===== src/rtl/smb_rd_pkg.sv =====
package smb_rd_pkg;
  localparam int unsigned BYTE_W = 8;
  localparam int unsigned ADDR_W = BYTE_W - 1;
  localparam int unsigned CNT_W  = $clog2(BYTE_W) + 1;

  typedef enum logic [3:0] {
    ST_IDLE,
    ST_ADDR1,
    ST_ACK1,
    ST_CMD,
    ST_ACK2,
    ST_WAIT_RS,
    ST_ADDR2,
    ST_ACK3,
    ST_DATA,
    ST_MACK,
    ST_DONE
  } smb_state_e;
endpackage


===== src/rtl/smb_line_sync.sv =====
module smb_line_sync #(
  parameter int unsigned STAGES = 2
) (
  input  logic clk_i,
  input  logic rst_ni,
  input  logic scl_i,
  input  logic sda_i,
  output logic scl_o,
  output logic sda_o,
  output logic scl_rise_o,
  output logic scl_fall_o,
  output logic start_o,
  output logic stop_o
);
  logic [STAGES-1:0] scl_ff, sda_ff;
  logic scl_q, sda_q;

  always_ff @(posedge clk_i or negedge rst_ni) begin
    if (!rst_ni) begin
      scl_ff <= '1;
      sda_ff <= '1;
      scl_q  <= 1'b1;
      sda_q  <= 1'b1;
    end else begin
      scl_ff <= {scl_ff[STAGES-2:0], scl_i};
      sda_ff <= {sda_ff[STAGES-2:0], sda_i};
      scl_q  <= scl_ff[STAGES-1];
      sda_q  <= sda_ff[STAGES-1];
    end
  end

  assign scl_o      = scl_ff[STAGES-1];
  assign sda_o      = sda_ff[STAGES-1];
  assign scl_rise_o = scl_o & ~scl_q;
  assign scl_fall_o = ~scl_o & scl_q;
  // data edges while clock stays high
  assign start_o    = scl_o & scl_q & sda_q & ~sda_o;
  assign stop_o     = scl_o & scl_q & ~sda_q & sda_o;
endmodule


===== src/rtl/smb_reg_bank.sv =====
module smb_reg_bank
  import smb_rd_pkg::*;
#(
  parameter int unsigned RTC_BYTES  = 7,
  parameter int unsigned RTC_BASE   = 9,
  parameter int unsigned STATUS_IDX = 5,
  parameter int unsigned MSG1_IDX   = 6,
  parameter int unsigned MSG2_IDX   = 7,
  parameter int unsigned WDOG_IDX   = 8
) (
  input  logic                          clk_i,
  input  logic                          rst_ni,
  input  logic                          idle_i,
  input  logic                          rtc_upd_i,
  input  logic [RTC_BYTES*BYTE_W-1:0]   rtc_i,
  input  logic                          sleep_s3_n_i,
  input  logic                          pwr_good_i,
  input  logic                          therm_trip_i,
  input  logic [BYTE_W-1:0]             msg1_i,
  input  logic [BYTE_W-1:0]             msg2_i,
  input  logic [BYTE_W-1:0]             wdog_cnt_i,
  input  logic [BYTE_W-1:0]             idx_i,
  output logic [BYTE_W-1:0]             rd_data_o
);
  logic [BYTE_W-1:0] rtc_q [RTC_BYTES];
  logic [BYTE_W-1:0] status_byte;
  logic              capture;

  assign capture = idle_i & ~rtc_upd_i;

  for (genvar k = 0; k < RTC_BYTES; k++) begin : g_rtc
    always_ff @(posedge clk_i or negedge rst_ni) begin
      if (!rst_ni)      rtc_q[k] <= '0;
      else if (capture) rtc_q[k] <= rtc_i[k*BYTE_W +: BYTE_W];
    end

    assert_rtc_hold_R10: assert property (@(posedge clk_i) disable iff (!rst_ni)
      (!idle_i || rtc_upd_i) |=> $stable(rtc_q[k]));
    assert_rtc_track_R10: assert property (@(posedge clk_i) disable iff (!rst_ni)
      (idle_i && !rtc_upd_i) |=> rtc_q[k] == $past(rtc_i[k*BYTE_W +: BYTE_W]));
  end

  // core power failure: S3 exit requested but power not good
  assign status_byte = {{(BYTE_W-2){1'b0}}, therm_trip_i, sleep_s3_n_i & ~pwr_good_i};

  always_comb begin
    rd_data_o = '0;
    if (idx_i == BYTE_W'(STATUS_IDX)) rd_data_o = status_byte;
    if (idx_i == BYTE_W'(MSG1_IDX))   rd_data_o = msg1_i;
    if (idx_i == BYTE_W'(MSG2_IDX))   rd_data_o = msg2_i;
    if (idx_i == BYTE_W'(WDOG_IDX))   rd_data_o = wdog_cnt_i;
    for (int k = 0; k < RTC_BYTES; k++) begin
      if (idx_i == BYTE_W'(RTC_BASE + k)) rd_data_o = rtc_q[k];
    end
  end
endmodule


===== src/rtl/smb_rd_fsm.sv =====
module smb_rd_fsm
  import smb_rd_pkg::*;
(
  input  logic              clk_i,
  input  logic              rst_ni,
  input  logic              scl_s_i,
  input  logic              sda_s_i,
  input  logic              scl_rise_i,
  input  logic              scl_fall_i,
  input  logic              start_i,
  input  logic              stop_i,
  input  logic [ADDR_W-1:0] own_addr_i,
  input  logic [BYTE_W-1:0] rd_data_i,
  output logic [BYTE_W-1:0] idx_o,
  output logic              idle_o,
  output logic              sda_oe_o
);
  smb_state_e        state;
  logic [ADDR_W-1:0] shreg;
  logic [CNT_W-1:0]  cnt;
  logic [BYTE_W-1:0] tx;
  logic [BYTE_W-1:0] cmd_q;
  logic              oe_q;
  logic [BYTE_W-1:0] rx;
  logic              last_bit;
  logic              hit;

  assign rx       = {shreg, sda_s_i};
  assign last_bit = (cnt == CNT_W'(BYTE_W - 1));
  assign hit      = (shreg == own_addr_i);  // direction bit not compared

  always_ff @(posedge clk_i or negedge rst_ni) begin
    if (!rst_ni) begin
      state <= ST_IDLE;
      shreg <= '0;
      cnt   <= '0;
      tx    <= '0;
      cmd_q <= '0;
      oe_q  <= 1'b0;
    end else if (stop_i) begin
      state <= ST_IDLE;
      cnt   <= '0;
      oe_q  <= 1'b0;
    end else if (start_i) begin
      state <= (state == ST_WAIT_RS) ? ST_ADDR2 : ST_ADDR1;
      cnt   <= '0;
      oe_q  <= 1'b0;
    end else if (scl_rise_i) begin
      unique case (state)
        ST_ADDR1, ST_CMD, ST_ADDR2: begin
          shreg <= rx[ADDR_W-1:0];
          cnt   <= last_bit ? '0 : cnt + 1'b1;
          if (last_bit) begin
            unique case (state)
              ST_ADDR1: state <= hit ? ST_ACK1 : ST_IDLE;
              ST_ADDR2: state <= hit ? ST_ACK3 : ST_IDLE;
              default: begin
                cmd_q <= rx;
                state <= ST_ACK2;
              end
            endcase
          end
        end
        ST_ACK1: state <= ST_CMD;
        ST_ACK2: state <= ST_WAIT_RS;
        ST_ACK3: begin
          state <= ST_DATA;
          tx    <= rd_data_i;
        end
        ST_DATA: begin
          tx  <= {tx[BYTE_W-2:0], 1'b0};
          cnt <= last_bit ? '0 : cnt + 1'b1;
          if (last_bit) state <= ST_MACK;
        end
        ST_MACK: state <= ST_DONE;
        default: ;
      endcase
    end else if (scl_fall_i) begin
      unique case (state)
        ST_ACK1, ST_ACK2, ST_ACK3: oe_q <= 1'b1;
        ST_DATA:                   oe_q <= ~tx[BYTE_W-1];
        default:                   oe_q <= 1'b0;
      endcase
    end
  end

  assign idx_o    = cmd_q;
  assign idle_o   = (state == ST_IDLE);
  assign sda_oe_o = oe_q;

  assert_idle_release_R1: assert property (@(posedge clk_i) disable iff (!rst_ni)
    (state == ST_IDLE) |-> !oe_q);
  assert_cnt_in_byte_R2: assert property (@(posedge clk_i) disable iff (!rst_ni)
    cnt < CNT_W'(BYTE_W));
  assert_done_quiet_R8: assert property (@(posedge clk_i) disable iff (!rst_ni)
    oe_q |-> (state != ST_DONE && state != ST_ADDR1 && state != ST_ADDR2));
  assert_stop_abort_R9: assert property (@(posedge clk_i) disable iff (!rst_ni)
    stop_i |=> (state == ST_IDLE && !oe_q));
  assert_sda_scl_low_R11: assert property (@(posedge clk_i) disable iff (!rst_ni)
    !$stable(oe_q) |-> !scl_s_i);
endmodule


===== src/rtl/smb_rd_slave.sv =====
module smb_rd_slave
  import smb_rd_pkg::*;
#(
  parameter int unsigned SYNC_STAGES = 2,
  parameter int unsigned RTC_BYTES   = 7,
  parameter int unsigned RTC_BASE    = 9,
  parameter int unsigned STATUS_IDX  = 5,
  parameter int unsigned MSG1_IDX    = 6,
  parameter int unsigned MSG2_IDX    = 7,
  parameter int unsigned WDOG_IDX    = 8
) (
  input  logic                        clk_i,
  input  logic                        rst_ni,
  input  logic                        scl_i,
  input  logic                        sda_i,
  output logic                        sda_oe_o,
  input  logic [ADDR_W-1:0]           own_addr_i,
  input  logic                        sleep_s3_n_i,
  input  logic                        pwr_good_i,
  input  logic                        therm_trip_i,
  input  logic [BYTE_W-1:0]           msg1_i,
  input  logic [BYTE_W-1:0]           msg2_i,
  input  logic [BYTE_W-1:0]           wdog_cnt_i,
  input  logic                        rtc_upd_i,
  input  logic [RTC_BYTES*BYTE_W-1:0] rtc_i
);
  logic scl_s, sda_s, scl_rise, scl_fall, start_det, stop_det;
  logic idle;
  logic [BYTE_W-1:0] idx, rd_data;

  smb_line_sync #(.STAGES(SYNC_STAGES)) u_sync (
    .clk_i      (clk_i),
    .rst_ni     (rst_ni),
    .scl_i      (scl_i),
    .sda_i      (sda_i),
    .scl_o      (scl_s),
    .sda_o      (sda_s),
    .scl_rise_o (scl_rise),
    .scl_fall_o (scl_fall),
    .start_o    (start_det),
    .stop_o     (stop_det)
  );

  smb_rd_fsm u_fsm (
    .clk_i      (clk_i),
    .rst_ni     (rst_ni),
    .scl_s_i    (scl_s),
    .sda_s_i    (sda_s),
    .scl_rise_i (scl_rise),
    .scl_fall_i (scl_fall),
    .start_i    (start_det),
    .stop_i     (stop_det),
    .own_addr_i (own_addr_i),
    .rd_data_i  (rd_data),
    .idx_o      (idx),
    .idle_o     (idle),
    .sda_oe_o   (sda_oe_o)
  );

  smb_reg_bank #(
    .RTC_BYTES  (RTC_BYTES),
    .RTC_BASE   (RTC_BASE),
    .STATUS_IDX (STATUS_IDX),
    .MSG1_IDX   (MSG1_IDX),
    .MSG2_IDX   (MSG2_IDX),
    .WDOG_IDX   (WDOG_IDX)
  ) u_bank (
    .clk_i        (clk_i),
    .rst_ni       (rst_ni),
    .idle_i       (idle),
    .rtc_upd_i    (rtc_upd_i),
    .rtc_i        (rtc_i),
    .sleep_s3_n_i (sleep_s3_n_i),
    .pwr_good_i   (pwr_good_i),
    .therm_trip_i (therm_trip_i),
    .msg1_i       (msg1_i),
    .msg2_i       (msg2_i),
    .wdog_cnt_i   (wdog_cnt_i),
    .idx_i        (idx),
    .rd_data_o    (rd_data)
  );
endmodule


===== config.mk =====
export PLATFORM = sky130hd
export DESIGN_NAME = smb_rd_slave
export DESIGN_NICKNAME = d
export VERILOG_FILES = /design/src/rtl/smb_rd_pkg.sv /design/src/rtl/smb_line_sync.sv /design/src/rtl/smb_reg_bank.sv /design/src/rtl/smb_rd_fsm.sv /design/src/rtl/smb_rd_slave.sv
export SDC_FILE = /design/constraint.sdc
export NUM_CORES = 1
export LEC_CHECK = 0
export BUFFER_PORTS_ARGS = -buffer_cell sky130_fd_sc_hd__buf_2
export CAP_MARGIN = 40
export CORE_MARGIN = 1.5
export CORE_UTILIZATION = 45
export DETAILED_ROUTE_END_ITERATION = 12
export MAX_ROUTING_LAYER = met4
export PLACE_DENSITY_LB_ADDON = 0.12
export SETUP_SLACK_MARGIN = 0.3
export SLEW_MARGIN = 10
export SYNTH_ARGS = -nofsm -noshare
export SYNTH_HDL_FRONTEND = slang
export SYNTH_SLANG_ARGS = --single-unit

===== constraint.sdc =====
create_clock -name clk_i -period 5.15 [get_ports clk_i]
set_input_delay 0.515 -clock clk_i [delete_from_list [all_inputs] [get_ports clk_i]]
set_output_delay 0.515 -clock clk_i [all_outputs]
set_load 0.02 [all_outputs]

==> Word level (Yosys, flattened, before mapping) <==
Index checks and enable logic that the tools add are counted.
{ "word_totals": {"inputBits": 95, "output_inout_bits": 1, "ff_bits": 94, "word_cells": 110} }
{ "classes": {"bitwise": 19, "n_reduce_logical": 16, "n_eq_ne": 25, "n_addsub": 1, "n_mux": 32} }
{ "ops": {"columns": ["op", "n"], "rows": [
  ["two-way mux 8 bit", 10],
  ["== test 8 x 4 -> 1 bit, second input constant", 8],
  ["two-way mux 4 bit", 10],
  ["== test 8 x 3 -> 1 bit, second input constant", 3],
  ["case mux 4 bit (6 select lines)", 1],
  ["== test 4 x 3 -> 1 bit, second input constant", 5],
  ["case mux 8 bit (2 select lines)", 1],
  ["AND reduction 4 bit", 3],
  ["NOT 1 bit", 10],
  ["AND 1 bit", 9],
  ["nonzero test 3 bit", 3],
  ["== test 4 x 2 -> 1 bit, second input constant", 2],
  ["== test 4 bit, second input constant", 2],
  ["inequality test 4 x 3 -> 1 bit, second input constant", 2],
  ["case mux 4 bit (2 select lines)", 1],
  ["nonzero test 8 bit", 1],
  ["== test 7 bit", 1],
  ["two-way mux 3 bit", 2],
  ["AND reduction 6 bit", 1],
  ["OR reduction 3 bit", 2],
  ["adder 4 x 1 -> 4 bit, second input constant", 1],
  ["== test 4 x 1 -> 1 bit, second input constant", 1],
  ["zero test 4 bit", 1],
  ["two-way mux 1 bit", 4],
  ["7 further kinds", 9]
]} }

==> Longest topological paths before layout <==
{ "logic_depth": {"ltp_word": 14, "mapped_depth": 9, "ltp_nobuf": 6} }

==> Cells and area by module <==
From an unflattened synthesis, not the netlist that was laid out.
{ "unflattened": {"cells_unflattened": 441, "area_unflattened_um2": 5117.4} }
{ "modules_own_cells": {"columns": ["mod", "seq_area_each_um2", "area_per_inst_um2", "n_inst", "cells_per_inst"], "rows": [
  ["smb_reg_bank", 1401.3, 3089.2, 1, 259],
  ["smb_rd_fsm", 800.8, 1838.0, 1, 172],
  ["smb_line_sync", 157.7, 190.2, 1, 10]
]} }

==> Worst setup path before layout <==
OpenSTA, ideal clock, no wires.
{ "synth_path": {"path_kind": "register to register", "startpoint": "register u_fsm.state[1]", "endpoint": "register u_bank.rtc_q[40] (netlist bit)", "path_slack_ns": 3.258, "path_buffers": 3, "required_time_ns": 5.025, "arrival_time_ns": 1.767, "path_stages_with_launch": 7, "synth_period_minus_slack_ns": 1.892, "setup_ns": 0.125, "cell_sequence": "dfrtp_1 -> buf_2 -> or4_1 -> nor2_2 -> buf_6 -> buf_6 -> mux2_2"} }
{ "synth_between": {"elab_chain_cells": 2} }
{ "synth_rtl": {"columns": ["element", "line", "rtl"], "rows": [
  ["start: declaration", "smb_rd_fsm.sv:18", "smb_state_e state;"],
  ["start signal: assignment", "smb_rd_fsm.sv:45", "state <= (state == ST_WAIT_RS) ? ST_ADDR2 : ST_ADDR1;"],
  ["start signal: assignment", "smb_rd_fsm.sv:55", "ST_ADDR1: state <= hit ? ST_ACK1 : ST_IDLE;"],
  ["start signal: assignment", "smb_rd_fsm.sv:56", "ST_ADDR2: state <= hit ? ST_ACK3 : ST_IDLE;"],
  ["zero test 4 bit", "smb_rd_fsm.sv:88", "assign idle_o = (state == ST_IDLE);"],
  ["AND 1 bit", "smb_reg_bank.sv:29", "assign capture = idle_i & ~rtc_upd_i;"],
  ["end signal: indexed assignment", "smb_reg_bank.sv:34", "else if (capture) rtc_q[k] <= rtc_i[k*BYTE_W +: BYTE_W];"],
  ["end: declaration", "smb_reg_bank.sv:25", "logic [BYTE_W-1:0] rtc_q [RTC_BYTES];"]
]} }
Every way passes these cells.
A chain may end at the register's enable or synchronous reset.

==> Worst setup path in the final report <==
{ "layout_path": {"startpoint": "register u_fsm.state[1]", "endpoint": "register u_bank.rtc_q[2] (netlist bit)"} }
The elaborated chain is that of the path after synthesis.

==> qor.yml <==
synthArstFlopShare: 1.00
r2r_start: "u_fsm.state[1]$_DFFE_PN0P_"
r2r_slack_ns: 2.61
clk_path_buf_depth: 2
ys_types: 66
slew_violations: 0
cp.arrival_ns: 2.80
p_leak_uw: 0.00242
max-cap-violations: 0
hold_class: "primary input to async pin"
syn_inst: 435
setup_viol: 0
ys_seq_area_frac: 0.475
wl_per_cell_um: 16.6
yosys_warnings: 0
stdcell_area_mm2: 0.00572
cts_tree: "yes"
synthToLayoutAreaGrowth_pct: 15.1
regArea_mm2: 0.00236
n_fill_cell: 965
setup_tns_ns: 0
drc_errors: 0
layout.nets: 613
antennaDiodeCount: 0
die_h_um: 108
antenna_found_initial: 0
synth_nets: 531
fmax_mhz: 394
syn_area_per_cell_um2: 11.4
timing.rr.end: "u_bank.rtc_q[2]$_DFFE_PN0P_"
grt_pass1_wl_um: 18000
cp_max_fo: 32
grt_max_degree: 53
required_ns: 5.41
start_util: 0.460
final_core_util: 0.530
worstSetupStartpointType: "flip-flop"
path_clk_slew_ns: 0.09
status: "finished clean"
ioPinCount: 96
synth_top_area_frac: 0.443
crit_type: "flip-flop to flip-flop"
postCtsHoldBufs: 0
coreArea_mm2: 0.0108
period_needed_ns: 2.54
rows: 38
synthTopCellsByArea: "dfrtp_1, mux2_2, dfstp_2"
grt_pass1_vias: 3599
power.total_uw: 2480
multi_input_area_mm2: 0.00239
p_per_area_mw_per_mm2: 434
num_vias: 3629
vdd_drop_max_mv: 0.216
synth_top_area_cell: "dfrtp_1"
timing.hold.ws_ns: 0.123
htree_levels: 3
drtPass1Iterations: 4
grt_overflow: 0
cts.sinks: 94
port_buffers: 95
hold_viol: 0
worst_pin_slew_ns: 0.744
gp_congestion: 0.890
dpl_cell_area_mm2: 0.00551
clk_latency_ns: 0.38
timing.slew.headroom: 0.491
ys_seq_elements: 94
viasPerCell: 5.48
routed_wl_um: 11000
synth_edf_count: 0
die_w_um: 108
period_share: 0.492
cts_resized: 0
rsz0062_at_grt: "false"
track_usage: 0.211
synthFlopType: "dfrtp_1"
design.die.area_mm2: 0.0117
synth_area_mm2: 0.00497
fin_skew_ns: 0.00690
post_cts_buffers: 0
first_iter_violations: 142
worstRegToRegCells: 5
ant_nets: 0
cts_made_buffers: 9
cts_root_buf: "clkbuf_8"
place_hpwl_um: 7900
cp-end-kind: "flip-flop"
drive_gt1_frac: 0.416
layer usage:
| layer | global-route usage | share of wire | vias to the layer above |
|---|---|---|---|
| li1 | - | - | 1750 |
| met1 | 0.289 | 0.48 | 1767 |
| met2 | 0.311 | 0.46 | 94 |
| met3 | 0.0332 | 0.040 | 18 |
| met4 | 0.0902 | 0.020 | 0 |
| met5 | - | 0 | - |
worst max-delay path, stage by stage (launching register included):
cell and delay [ns]:
dfrtp_1 0.58, or4_1 0.64, nor2_4 0.24, buf_12 0.23, buf_4 0.32, mux2_2 0.38
report_power, final:
part           total, uW  internal, uW  switching (uW)
registers           1250          1030             214
logic                705           419             286
clock network        532           272             261
flip-flops by register name, summed over array words and instances (netlist names), 2 cells and up:
signal / cells
u_bank.rtc_q: 56
u_fsm.cnt: 4
u_fsm.idx_o: 8
u_fsm.shreg: 7
u_fsm.state: 4
u_fsm.tx: 8
u_sync.scl_ff: 2
u_sync.sda_ff: 2
metrics by stage:
| step | worst slack, ns | instances |
|---|---|---|
| 6_report | 2.61 | 662 |
| 2_1_floorplan | 3.26 | 435 |
| 3_3_place_gp | 2.24 | 644 |
| 5_1_grt | 2.51 | 662 |
| 3_5_place_dp | 2.63 | 646 |
| 4_1_cts | 2.62 | 662 |
final cells by class:
class | instances | area share
Multi-Input combinational cell | 300 | 0.418
Sequential cell | 94 | 0.413
Timing Repair Buffer | 101 | 0.0950
Tap cell | 140 | 0.0306
Clock buffer | 11 | 0.0230
Clock inverter | 5 | 0.0131
Inverter | 11 | 0.00722
cell usage in the layout (no fill, tap or decap), types with 3 or more instances in the layout:
cell type	n
buf_2	94
dfrtp_1	88
mux2_2	76
a21oi_1	27
nand2_1	23
o21ai_0	21
nor2_1	19
mux2i_1	14
inv_1	11
clkbuf_8	9
nor2b_1	7
o211ai_1	7
xor2_1	7
or3_1	6
nor3_1	6
nand3_1	6
dfstp_2	6
buf_4	5
and3b_1	4
nand4_1	4
o21bai_1	4
o31ai_1	4
nor3b_1	3
nand4b_1	3
mux2_1	3
xnor2_1	3
and3_1	3
clkinv_2	3
cells in the mapped netlist, types with 5 or more instances:
cell type and instances:
a21oi_1 27, buf_2 14, buf_6 5, clkbuf_1 7, dfrtp_1 88, dfstp_2 6
inv_1 11, mux2_2 76, mux2i_1 14, nand2_1 23, nand3_1 6, nor2_1 19
nor2b_1 7, nor3_1 6, o211ai_1 7, o21ai_0 21, or3_1 6, xor2_1 7
logic make-up (layout without fill, tap and decap cells):
logic type | Yosys count | count (layout) | synth area share
mux | 95 | 95 | 0.216
flops | 94 | 94 | 0.475
xor+xnor | 10 | 10 | 0.0176
simple gates | 105 | 105 | 0.123
fa+ha+maj | 1 | 1 | 0.00252
buf+inv | 41 | 128 | 0.0443
compound gates | 89 | 89 | 0.121
worst max path at each step:
stage | from | slack (ns) | endpoint | depth (start not counted)
4_1_cts | u_fsm.state[1]$_DFFE_PN0P_ | 2.62 | u_bank.rtc_q[10]$_DFFE_PN0P_ | 5
6_report | u_fsm.state[1]$_DFFE_PN0P_ | 2.61 | u_bank.rtc_q[2]$_DFFE_PN0P_ | 5
3_3_place_gp | u_fsm.state[1]$_DFFE_PN0P_ | 2.24 | u_bank.rtc_q[2]$_DFFE_PN0P_ | 4
3_5_place_dp | u_fsm.state[1]$_DFFE_PN0P_ | 2.63 | u_bank.rtc_q[2]$_DFFE_PN0P_ | 5
5_1_grt | u_fsm.state[1]$_DFFE_PN0P_ | 2.51 | u_bank.rtc_q[28]$_DFFE_PN0P_ | 5
2_1_floorplan | u_fsm.state[1]$_DFFE_PN0P_ | 3.26 | u_bank.rtc_q[40]$_DFFE_PN0P_ | 6
Note: power is estimated with default switching activity, not from simulation.
